### config.mk
export PLATFORM = sky130hd
export DESIGN_NAME = mcpu_core
export DESIGN_NICKNAME = d
export VERILOG_FILES = /design/src/rtl/mcpu_pkg.sv /design/src/rtl/mcpu_ucode.sv /design/src/rtl/mcpu_seq.sv /design/src/rtl/mcpu_dpath.sv /design/src/rtl/mcpu_core.sv
export SDC_FILE = /design/constraint.sdc
export NUM_CORES = 1
export LEC_CHECK = 0
export ABC_AREA = 1
export BUFFER_PORTS_ARGS = -buffer_cell sky130_fd_sc_hd__buf_2
export CAP_MARGIN = 40
export CORE_UTILIZATION = 25
export DETAILED_ROUTE_END_ITERATION = 10
export PLACE_DENSITY = 0.42
export SYNTH_ARGS = -nofsm -noshare
export SYNTH_HDL_FRONTEND = slang
export SYNTH_SLANG_ARGS = --single-unit
### constraint.sdc
create_clock -name clk -period 4.6 [get_ports clk]
set_input_delay 0.92 -clock clk [delete_from_list [all_inputs] [get_ports clk]]
set_output_delay 0.92 -clock clk [all_outputs]
set_load 0.005 [all_outputs]
### src/rtl/mcpu_pkg.sv
package mcpu_pkg;

  localparam int STEP_W = 3;

  localparam logic [3:0] OPC_ADD  = 4'd0;
  localparam logic [3:0] OPC_JMPV = 4'd1;
  localparam logic [3:0] OPC_IMM  = 4'd2;
  localparam logic [3:0] OPC_LD   = 4'd3;
  localparam logic [3:0] OPC_ST   = 4'd4;
  localparam logic [3:0] OPC_XAB  = 4'd5;
  localparam logic [3:0] OPC_XBI  = 4'd6;
  localparam logic [3:0] OPC_INC  = 4'd7;
  localparam logic [3:0] OPC_IDLE = 4'd8;

  typedef enum logic [3:0] {
    SRC_NONE, SRC_PC, SRC_IR, SRC_MEM, SRC_A, SRC_B, SRC_I, SRC_LAT, SRC_ALU
  } src_e;

  typedef struct packed {
    src_e src;
    logic pc_inc;
    logic pc_wr;
    logic nir_wr;
    logic a_wr;
    logic b_wr;
    logic i_wr;
    logic lat_wr;
    logic mem_wr;
    logic alu_add;
    logic alu_inc;
    logic clr_ov;
    logic set_ov;
    logic dispatch;
  } ctl_t;

  function automatic ctl_t ctl_none();
    ctl_t c;
    c = '0;
    c.src = SRC_NONE;
    return c;
  endfunction

  // Shared closing sequence; rel counts steps from the start of the tail.
  function automatic ctl_t fetch_tail(logic [STEP_W-1:0] rel);
    ctl_t c;
    c = ctl_none();
    case (rel)
      3'd0: c.pc_inc = 1'b1;
      3'd1: c.src = SRC_PC;
      3'd2: begin c.src = SRC_MEM; c.nir_wr = 1'b1; end
      default: c.dispatch = 1'b1;
    endcase
    return c;
  endfunction

endpackage

### src/rtl/mcpu_ucode.sv
module mcpu_ucode
  import mcpu_pkg::*;
#(
  parameter int W = 16
) (
  input  logic [W-1:0]      ir,
  input  logic [STEP_W-1:0] step,
  input  logic              jtaken,
  output ctl_t              ctl
);

  logic              is_idle;
  logic [2:0]        op;
  logic [STEP_W-1:0] tail_at;
  logic [STEP_W-1:0] rel;
  ctl_t              body;

  assign is_idle = (ir > W'(OPC_INC));
  assign op      = ir[2:0];
  assign rel     = step - tail_at;

  always_comb begin
    body    = ctl_none();
    tail_at = '0;
    if (!is_idle) begin
      case (op)
        OPC_ADD[2:0]: begin
          tail_at = 3'd3;
          case (step)
            3'd0: begin body.src = SRC_A; body.lat_wr = 1'b1; body.clr_ov = 1'b1; end
            3'd1: begin body.src = SRC_B; body.alu_add = 1'b1; end
            3'd2: begin body.src = SRC_ALU; body.a_wr = 1'b1; end
            default: ;
          endcase
        end
        OPC_IMM[2:0]: begin
          tail_at = 3'd3;
          case (step)
            3'd0: body.pc_inc = 1'b1;
            3'd1: body.src = SRC_PC;
            3'd2: begin body.src = SRC_MEM; body.b_wr = 1'b1; end
            default: ;
          endcase
        end
        OPC_LD[2:0]: begin
          tail_at = 3'd2;
          case (step)
            3'd0: body.src = SRC_I;
            3'd1: begin body.src = SRC_MEM; body.b_wr = 1'b1; end
            default: ;
          endcase
        end
        OPC_ST[2:0]: begin
          tail_at = 3'd2;
          case (step)
            3'd0: body.src = SRC_I;
            3'd1: begin body.src = SRC_B; body.mem_wr = 1'b1; end
            default: ;
          endcase
        end
        OPC_XAB[2:0]: begin
          tail_at = 3'd3;
          case (step)
            3'd0: begin body.src = SRC_A; body.lat_wr = 1'b1; end
            3'd1: begin body.src = SRC_B; body.a_wr = 1'b1; end
            3'd2: begin body.src = SRC_LAT; body.b_wr = 1'b1; end
            default: ;
          endcase
        end
        OPC_XBI[2:0]: begin
          tail_at = 3'd3;
          case (step)
            3'd0: begin body.src = SRC_B; body.lat_wr = 1'b1; end
            3'd1: begin body.src = SRC_I; body.b_wr = 1'b1; end
            3'd2: begin body.src = SRC_LAT; body.i_wr = 1'b1; end
            default: ;
          endcase
        end
        OPC_INC[2:0]: begin
          tail_at = 3'd3;
          case (step)
            3'd0: begin body.src = SRC_A; body.lat_wr = 1'b1; body.clr_ov = 1'b1; end
            3'd1: body.alu_inc = 1'b1;
            3'd2: begin body.src = SRC_ALU; body.a_wr = 1'b1; end
            default: ;
          endcase
        end
        default: tail_at = '0;
      endcase
    end
  end

  always_comb begin
    if (step >= tail_at) ctl = fetch_tail(rel);
    else                 ctl = body;
    if (!is_idle && op == OPC_JMPV[2:0]) begin
      if (jtaken) begin
        if (step == 3'd0) begin
          ctl.pc_inc = 1'b0;
          ctl.src    = SRC_B;
          ctl.pc_wr  = 1'b1;
        end
        if (step == 3'd1) ctl.clr_ov = 1'b1;
      end else if (step == 3'd2) begin
        ctl.set_ov = 1'b1;
      end
    end
    if (is_idle && step == 3'd0) ctl.clr_ov = 1'b1;
  end

endmodule

### src/rtl/mcpu_seq.sv
module mcpu_seq
  import mcpu_pkg::*;
#(
  parameter int W = 16
) (
  input  logic              clk,
  input  logic              rst,
  input  logic              run,
  input  ctl_t              ctl,
  input  logic [W-1:0]      bus,
  input  logic              ov,
  output logic [W-1:0]      ir_q,
  output logic [STEP_W-1:0] step_q,
  output logic              jtaken_q
);

  logic [W-1:0] nir_q;

  always_ff @(posedge clk) begin
    if (rst) begin
      ir_q     <= W'(OPC_IDLE);
      nir_q    <= W'(OPC_IDLE);
      step_q   <= '0;
      jtaken_q <= 1'b0;
    end else if (run) begin
      if (ctl.nir_wr) nir_q <= bus;
      if (ctl.dispatch) begin
        ir_q     <= nir_q;
        step_q   <= '0;
        jtaken_q <= ov;
      end else begin
        step_q <= step_q + 1'b1;
      end
    end
  end

endmodule

### src/rtl/mcpu_dpath.sv
module mcpu_dpath
  import mcpu_pkg::*;
#(
  parameter int W  = 16,
  parameter int AW = 8
) (
  input  logic          clk,
  input  logic          rst,
  input  logic          run,
  input  ctl_t          ctl,
  input  logic [W-1:0]  ir,
  input  logic [W-1:0]  mem_rdata,
  output logic [W-1:0]  bus,
  output logic [W-1:0]  pc_q,
  output logic [W-1:0]  b_q,
  output logic [W-1:0]  lat_q,
  output logic          ov_q,
  output logic [AW-1:0] addr_q
);

  logic [W-1:0] a_q;
  logic [W-1:0] i_q;
  logic [W-1:0] alu_q;
  logic [W-1:0] alu_in;
  logic [W:0]   sum;
  logic         alu_go;

  function automatic logic [W:0] add_wide(logic [W-1:0] x, logic [W-1:0] y);
    return {1'b0, x} + {1'b0, y};
  endfunction

  always_comb begin
    case (ctl.src)
      SRC_PC:  bus = pc_q;
      SRC_IR:  bus = ir;
      SRC_MEM: bus = mem_rdata;
      SRC_A:   bus = a_q;
      SRC_B:   bus = b_q;
      SRC_I:   bus = i_q;
      SRC_LAT: bus = lat_q;
      SRC_ALU: bus = alu_q;
      default: bus = '0;
    endcase
  end

  assign alu_in = ctl.alu_inc ? W'(1) : bus;
  assign sum    = add_wide(lat_q, alu_in);
  assign alu_go = ctl.alu_add | ctl.alu_inc;

  always_ff @(posedge clk) begin
    if (rst) begin
      pc_q   <= '1;
      a_q    <= '0;
      b_q    <= '0;
      i_q    <= '0;
      lat_q  <= '0;
      alu_q  <= '0;
      ov_q   <= 1'b0;
      addr_q <= '0;
    end else if (run) begin
      addr_q <= bus[AW-1:0];
      if (ctl.pc_wr)       pc_q <= bus;
      else if (ctl.pc_inc) pc_q <= pc_q + 1'b1;
      if (ctl.a_wr)   a_q   <= bus;
      if (ctl.b_wr)   b_q   <= bus;
      if (ctl.i_wr)   i_q   <= bus;
      if (ctl.lat_wr) lat_q <= bus;
      if (alu_go)     alu_q <= sum[W-1:0];
      if (ctl.clr_ov)                ov_q <= 1'b0;
      else if (ctl.set_ov)           ov_q <= 1'b1;
      else if (alu_go && sum[W])     ov_q <= 1'b1;
    end
  end

endmodule

### src/rtl/mcpu_core.sv
module mcpu_core
  import mcpu_pkg::*;
#(
  parameter int W     = 16,
  parameter int DEPTH = 256
) (
  input  logic                     clk,
  input  logic                     rst,
  output logic [$clog2(DEPTH)-1:0] mem_addr,
  output logic                     mem_rd,
  output logic                     mem_we,
  output logic [W-1:0]             mem_wdata,
  input  logic [W-1:0]             mem_rdata,
  output logic                     halt
);

  localparam int AW = $clog2(DEPTH);

  ctl_t              ctl;
  logic [W-1:0]      bus;
  logic [W-1:0]      ir_q;
  logic [STEP_W-1:0] step_q;
  logic              jtaken_q;
  logic [W-1:0]      pc_q;
  logic [W-1:0]      b_q;
  logic [W-1:0]      lat_q;
  logic              ov_q;
  logic [AW-1:0]     addr_q;
  logic              run;
  logic              dispatch;

  assign halt     = (pc_q != '1) && (pc_q >= W'(DEPTH));
  assign run      = !halt;
  assign dispatch = ctl.dispatch;

  mcpu_ucode #(.W(W)) u_ucode (
    .ir(ir_q), .step(step_q), .jtaken(jtaken_q), .ctl(ctl)
  );

  mcpu_seq #(.W(W)) u_seq (
    .clk(clk), .rst(rst), .run(run), .ctl(ctl), .bus(bus), .ov(ov_q),
    .ir_q(ir_q), .step_q(step_q), .jtaken_q(jtaken_q)
  );

  mcpu_dpath #(.W(W), .AW(AW)) u_dpath (
    .clk(clk), .rst(rst), .run(run), .ctl(ctl), .ir(ir_q),
    .mem_rdata(mem_rdata), .bus(bus), .pc_q(pc_q), .b_q(b_q),
    .lat_q(lat_q), .ov_q(ov_q), .addr_q(addr_q)
  );

  assign mem_addr  = addr_q;
  assign mem_rd    = run && (ctl.src == SRC_MEM);
  assign mem_we    = run && ctl.mem_wr;
  assign mem_wdata = bus;

endmodule

==> key figures, run 1 <==
CTS
  – Clk slew on worst S/H paths: 0.07 ns
  – Clk sinks: 141
  – Clock latency on the worst-skew pair: 0.44 ns
  – Htree depth: 4
  – Clock Tree Buf Depth: 2
  – CTS tree: yes
  – Root Buffer: clkbuf_16
  – CTS Buf Count: 17

Drt
  – Routed len/inst: 16.5 µm
  – Detail Route Antenna Nets: 0
  – Vias: 8,904
  – DR iter-0 viols: 488
  – Routed vias/inst: 4.66
  – DRC Markers: 0
  – Final wirelength: 31.5 mm
  – TritonRoute pass-1 iters: 5

Place
  – Final GP Congestion: 0.809
  – # port buffers: 44
  – Post-DP HPWL: 22.1 mm
  – Post-placement cell area: 10,100 µm²

Cells and area
  – Area Growth Syn to Fin: 33.6%
  – Final net count: 1,485
  – Share of cells above drive strength 1: 28.1%
  – # diodes: 0
  – Commonest non-fill, non-tap cell in the layout: nand2_1
  – Area of the multi-input gates: 5630 µm²
  – Post-route cell area: 11,800 µm²
  – Most frequent cells in the layout: nand2_1, nand3_1, inv_1
  – FILL cells: 3,775
  – Sequential cell area: 2820 µm²
  – Util after Layout: 34.0%

Timing
  – Slew Limit Fails: 0
  – Fin crit share: 99.6%
  – Unrepaired setup endpoints after global routing: yes
  – Min Tclk post-route: 4.58 ns
  – Worst rel slew slack: 41.2%
  – Hold_ws: 0.459 ns
  – Hold Vio Cnt, Final: 0
  – Final setup viols: 0
  – Fmax: 218 MHz
  – Tightest Pin Transition: 0.880 ns
  – Setup Skew: 0.0160 ns

Logic synthesis
  – Register bit total from synthesis: 141
  – Syn Area/Cell: 6.88 µm²
  – Post-synth EDFFs: 0
  – Synth Net Count: 1,330
  – Post-Syn Area: 8840 µm²
  – Syn. warnings: 0
  – Synth top area cells: dfxtp_1, nand2_1, nand3_1, inv_1, o21a_1
  – Largest area contributor in the netlist: dfxtp_1
  – Post-synth top area share: 31.9%
  – Synth cell types: 52
  – Top FF cell, synth: dfxtp_1
  – Mapped Cells: 1,286
  – Register area share after synthesis: 31.9%
  – Async set or reset register ratio after synthesis: 0%

GRT
  – Largest net degree at the start of global routing: 67
  – All-Layer GR Usage: 17.5%
  – Initial antenna violation count: 0
  – Vias in the first global route: 8,434
  – Gr ovfl total: 0
  – First-pass GRT wire length: 48.2 mm

Pwr
  – Net Sw Power: 5.29 mW
  – Power Dens Cells: 925 nW/µm²
  – Max VDD drop: 0.000520 V
  – Pleak: 5.79 nW
  – Int Pwr: 5.63 mW
  – Comb power frac: 73.9%
  – Net Sw Frac: 48.5%
  – Sequential fraction of design power: 14.0%
  – Clk pwr share: 12.1%

Floorplan
  – Starting Density: 25.5%
  – Die Area: 36,100 µm²
  – CORE AREA: 34,700 µm²
  – Die height: 190 µm
  – Chip width: 190 µm
  – Boundary Pins: 45
  – Rows: 68

Worst setup path
  – CP Launch Type: flip-flop
  – Critical Path End Type: output port
  – Crit Path Class: flip-flop to output port
  – CP max FO: 8
  – CP required: 3.68 ns
  – Arrival time at the worst endpoint: 3.66 ns

Hold path
  – Hold Crit Class: flip-flop to flip-flop

Job
  – MaxCap Viol Count: 0

Status
  – Run status: completed
final cells by class:
class	instances	area share, %
flip-flops and latches	141	23.9
clock inverters	14	0.953
multi-input cells	931	47.6
inverters	155	4.95
well taps	455	4.82
clock buffers	18	3.72
repair buffers	195	14.0
stage by stage:
stage / total power [mW] / TNS, ns / worst slack, ns / std cells
floorplan: 5.08 / 0 / 0.0208 / 1286
global placement: 7.95 / -0.0109 / -0.0109 / 1828
detailed placement: 7.95 / -0.253 / -0.0769 / 1829
CTS: 9.50 / 0 / 0.00174 / 1872
global route: 11.7 / -1.77 / -0.152 / 1909
finish: 10.9 / 0 / 0.0196 / 1909
power by group through the flow:
stage	Clock [mW]	Sequential, mW	Combinational [mW]
floorplan	0	1.51	3.57
global placement	0	1.54	6.41
detailed placement	0	1.55	6.41
CTS	1.37	1.52	6.62
global route	1.41	1.55	8.71
finish	1.32	1.52	8.07
metal layers:
layer  wire length, µm  up-vias  part of all wire [%]  track usage, %
met5                 0        -                     0               0
met4               410        0                   1.3            4.50
met3              1110       23                   3.5            2.47
met2             15000      204                    48            29.1
met1             15000     4172                    48            23.4
li1                  -     4505                     -               -
worst max-delay path: stages (launching register included):
cell	delay, ns
dfxtp_2	0.32
or2_4	0.26
nor2_8	0.12
nand2_4	0.06
a211oi_2	0.16
ha_2	0.22
fa_1	0.45
nor3_2	0.20
buf_4	0.16
nand2_4	0.06
nand2_4	0.08
nand2_8	0.07
nor2_4	0.17
buf_12	0.17
buf_12	0.12
nand3_2	0.09
nand2_2	0.11
nor2_4	0.03
buf_4	0.16
nand2_4	0.07
buf_2	0.11
logic make-up after synthesis:
logic type	Yosys count	share of synthesized area [%]
xor gates and xnor gates	21	2.08
buffers and inverters	215	10.3
DFF	141	31.9
AOI/OAI and AO/OA	218	15.2
and+or+nand+nor	665	36.7
adders and majority gates	26	3.85
final timing paths:
check | startpoint | end | slack (ns) | cells after the start
setup / recovery | u_seq.ir_q[6] | mem_wdata[6] | 0.02 | 20
hold / removal | u_dpath.alu_q[2] | u_dpath.alu_q[2] | 0.46 | 2
setup reg to reg | u_seq.ir_q[6] | u_dpath.alu_q[8] | 0.09 | 31
hold reg to reg | u_dpath.alu_q[2] | u_dpath.alu_q[2] | 0.46 | 2
repair_timing:
item                       in CTS  in global routing
resized for setup              28                147
cloned                          1                  6
setup buffers                  10                 32
pin swaps                      13                 52
hold buffers                    0                  0
setup endpoints to repair      20                 28
Yosys cell counts, types with 7 or more instances:
cell / instances
inv_1: 149
a21oi_1: 70
nand2_1: 269
o21ai_0: 50
buf_2: 25
buf_4: 7
nand3_1: 171
nand4_1: 19
nor2_1: 112
nor2_2: 12
nand2_2: 23
o21a_1: 68
ha_1: 24
nor3_1: 11
xor2_1: 17
dfxtp_1: 141
clkbuf_1: 21
nor2_4: 27
flip-flops by register name, summed over array words and instances, names as in the netlist:
| name | count |
|---|---|
| u_dpath.a_q | 16 |
| u_dpath.addr_q | 8 |
| u_dpath.alu_q | 16 |
| u_dpath.b_q | 16 |
| u_dpath.i_q | 16 |
| u_dpath.lat_q | 16 |
| u_dpath.ov_q | 1 |
| u_dpath.pc_q | 16 |
| u_seq.ir_q | 16 |
| u_seq.jtaken_q | 1 |
| u_seq.nir_q | 16 |
| u_seq.step_q | 3 |
Power figures use the tool's default switching activity.
==> run 2: changes to the inputs <==
CORE_UTILIZATION = 40   (was 25)
PLACE_DENSITY = 0.59   (was 0.42)
==> key figures, run 2 (synthesis gave the netlist of run 1 again) <==
Status
  – Run status: completed (unchanged)

Worst setup path
  – CP peak stage delay: 0.47 ns (was 0.45 ns)
  – CP Launch Type: flip-flop (unchanged)
  – CP required: 3.68 ns (about the same)
  – Worst Reg-to-Reg Cells: 26 (was 31)
  – Slowest CP cell: fa_2 (was fa_1)
  – Critical Path End Type: output port (unchanged)
  – Critical path, cell by cell: or2_4, nor2_8, nand2_4, a211oi_2, ha_2, fa_2, nor3_4, nand2_2, nand2_2, nand2_4, buf_4, nor2_4, buf_12, nand2_1, nand2_1, nor2_4, buf_4, nand2_2, buf_2 (was or2_4, nor2_8, nand2_4, a211oi_2, ha_2, fa_1, nor3_2, buf_4, nand2_4, nand2_4, nand2_8, nor2_4, buf_12, buf_12, nand3_2, nand2_2, nor2_4, buf_4, nand2_4, buf_2)
  – Reg2reg setup slack: 0.17 ns (was 0.09 ns)
  – Worst flop-to-flop path endpoint: u_dpath.alu_q[8] (unchanged)
  – Arrival time at the worst endpoint: 3.56 ns (was 3.66 ns)
  – Crit-path most repeated cell: nand2_2 (was nand2_4)
  – Worst r2r src: u_seq.ir_q[6] (unchanged)
  – Crit Path Class: flip-flop to output port (unchanged)
  – CP max FO: 14 (was 8)

Cells and area
  – # diodes: 0 (unchanged)
  – Post-route cell area: 10,700 µm² (was 11,800 µm²)
  – Area of the multi-input gates: 5270 µm² (was 5630 µm²)
  – Commonest non-fill, non-tap cell in the layout: nand2_1 (unchanged)
  – FILL cells: 2,228 (was 3,775)
  – Post-route insts no fill: 1,677 (was 1,909)
  – Sequential cell area: 2820 µm² (unchanged)
  – Final net count: 1,428 (was 1,485)
  – Util after Layout: 49.3% (was 34.0%)
  – Most frequent cells in the layout: nand2_1, nand3_1, inv_1 (unchanged)
  – Share of cells above drive strength 1: 21.0% (was 28.1%)
  – Area Growth Syn to Fin: 21.4% (was 33.6%)

Timing
  – Slew Limit Fails: 0 (unchanged)
  – Worst rel slew slack: 42.7% (was 41.2%)
  – Min Tclk post-route: 4.48 ns (was 4.58 ns)
  – Fin crit share: 97.4% (was 99.6%)
  – Hold_ws: 0.453 ns (was 0.459 ns)
  – Fmax: 223 MHz (was 218 MHz)
  – Hold Vio Cnt, Final: 0 (unchanged)
  – Setup Skew: 0.0122 ns (was 0.0160 ns)
  – Unrepaired setup endpoints after global routing: yes (unchanged)
  – Final setup viols: 0 (unchanged)
  – Setup TNS Final: 0 ns (unchanged)
  – Tightest Pin Transition: 0.857 ns (was 0.880 ns)
  – Post-layout worst setup margin: 0.118 ns (was 0.0196 ns)

Job
  – MaxCap Viol Count: 0 (unchanged)

CTS
  – Clock latency on the worst-skew pair: 0.43 ns (was 0.44 ns)
  – CTS Buf Count: 17 (unchanged)
  – Clock Tree Buf Depth: 2 (unchanged)
  – Clk slew on worst S/H paths: 0.06 ns (was 0.07 ns)
  – CTS Hold Buffers Added: 0 (unchanged)
  – Root Buffer: clkbuf_16 (unchanged)
  – Clk sinks: 141 (unchanged)
  – CTS tree: yes (unchanged)
  – Htree depth: 4 (unchanged)

Pwr
  – Power Dens Cells: 875 nW/µm² (was 925 nW/µm²)
  – Int Pwr: 4.79 mW (was 5.63 mW)
  – Pleak: 5.45 nW (was 5.79 nW)
  – Net Sw Power: 4.60 mW (was 5.29 mW)
  – Comb power frac: 67.1% (was 73.9%)
  – Net Sw Frac: 49.0% (was 48.5%)
  – Clk pwr share: 16.7% (was 12.1%)
  – Sequential fraction of design power: 16.2% (was 14.0%)
  – Total power: 9.40 mW (was 10.9 mW)
  – Max VDD drop: 0.000440 V (was 0.000520 V)

Hold path
  – Worst Hold Endpoint: u_seq.ir_q[14] (was u_dpath.alu_q[2])
  – Worst Min Path Start: u_seq.ir_q[14] (was u_dpath.alu_q[2])
  – WHS Path Cells: 2 (unchanged)
  – Hold Crit Class: flip-flop to flip-flop (unchanged)

Place
  – # port buffers: 44 (unchanged)
  – Placed insts: 1,627 (was 1,829)
  – Post-DP HPWL: 19.3 mm (was 22.1 mm)
  – Post-placement cell area: 9700 µm² (was 10,100 µm²)
  – Final GP Congestion: 0.912 (was 0.809)
  – Worst slack, placed: -0.0925 ns (was -0.0769 ns)

Floorplan
  – Die Area: 22,700 µm² (was 36,100 µm²)
  – CORE AREA: 21,800 µm² (was 34,700 µm²)
  – Chip width: 151 µm (was 190 µm)
  – Rows: 54 (was 68)
  – Starting Density: 40.6% (was 25.5%)
  – Boundary Pins: 45 (unchanged)
  – Die height: 151 µm (was 190 µm)

GRT
  – First-pass GRT wire length: 42.8 mm (was 48.2 mm)
  – Gr ovfl total: 0 (unchanged)
  – Initial antenna violation count: 0 (unchanged)
  – Largest net degree at the start of global routing: 49 (was 67)
  – All-Layer GR Usage: 24.5% (was 17.5%)
  – Vias in the first global route: 8,109 (was 8,434)

Drt
  – TritonRoute pass-1 iters: 5 (unchanged)
  – Vias: 8,778 (was 8,904)
  – Detail Route Antenna Nets: 0 (unchanged)
  – Routed len/inst: 16.2 µm (was 16.5 µm)
  – DRC Markers: 0 (unchanged)
  – Final wirelength: 27.1 mm (was 31.5 mm)
  – DR iter-0 viols: 660 (was 488)
  – Routed vias/inst: 5.23 (was 4.66)
run 2: critical path: cells and delay by family (launching register included):
kind                       cells  cell delay (ns)
and+or+nand+nor               12             1.40
adders and majority gates      2             0.69
buffers and inverters          4             0.60
DFF                            1             0.31
AOI/OAI and AO/OA              1             0.15
run 2: per-layer routing:
| metal | vias up | track usage, % | part of all wire, % |
|---|---|---|---|
| li1 | 4385 | - | - |
| met1 | 4104 | 31.2 | 44 |
| met2 | 251 | 42.2 | 49 |
| met3 | 38 | 3.91 | 4.9 |
| met4 | 0 | 7.95 | 2.1 |
| met5 | - | 0 | 0 |
run 2: how the worst max path moves through the flow:
stage,start,to,slack [ns],cells past startpoint
global placement,u_seq.ir_q[6],u_dpath.alu_q[12],0.01,26
detailed placement,u_seq.ir_q[6],u_dpath.alu_q[12],-0.09,26
floorplan,u_seq.ir_q[6],u_dpath.alu_q[12],0.02,25
global route,u_seq.ir_q[15],u_dpath.ov_q,-0.05,27
CTS,u_seq.ir_q[6],mem_wdata[6],0.004,19
finish,u_seq.ir_q[6],mem_wdata[5],0.12,19
run 2: layout make-up:
| class | count | share of cell area (%) |
|---|---|---|
| Clock buffer | 22 | 4.51 |
| Timing Repair Buffer | 139 | 9.67 |
| Multi-Input combinational cell | 930 | 49.1 |
| Inverter | 155 | 5.42 |
| Clock inverter | 10 | 1.71 |
| Sequential cell | 141 | 26.3 |
| Tap cell | 280 | 3.26 |
run 2: what timing repair did:
action | 4_1_cts | 5_1_grt
pin swaps | 4 | 21
gates resized for setup | 9 | 57
buffers inserted | 4 | 14
endpoints found under the setup margin | 20 | 26
run 2: power groups by stage:
stage               Clock (mW)  Combinational, mW  Sequential [mW]
global placement             0               5.76             1.54
floorplan                    0               3.57             1.51
CTS                       1.59               5.85             1.52
global route              1.64               6.80             1.55
finish                    1.57               6.30             1.53
detailed placement           0               5.75             1.55
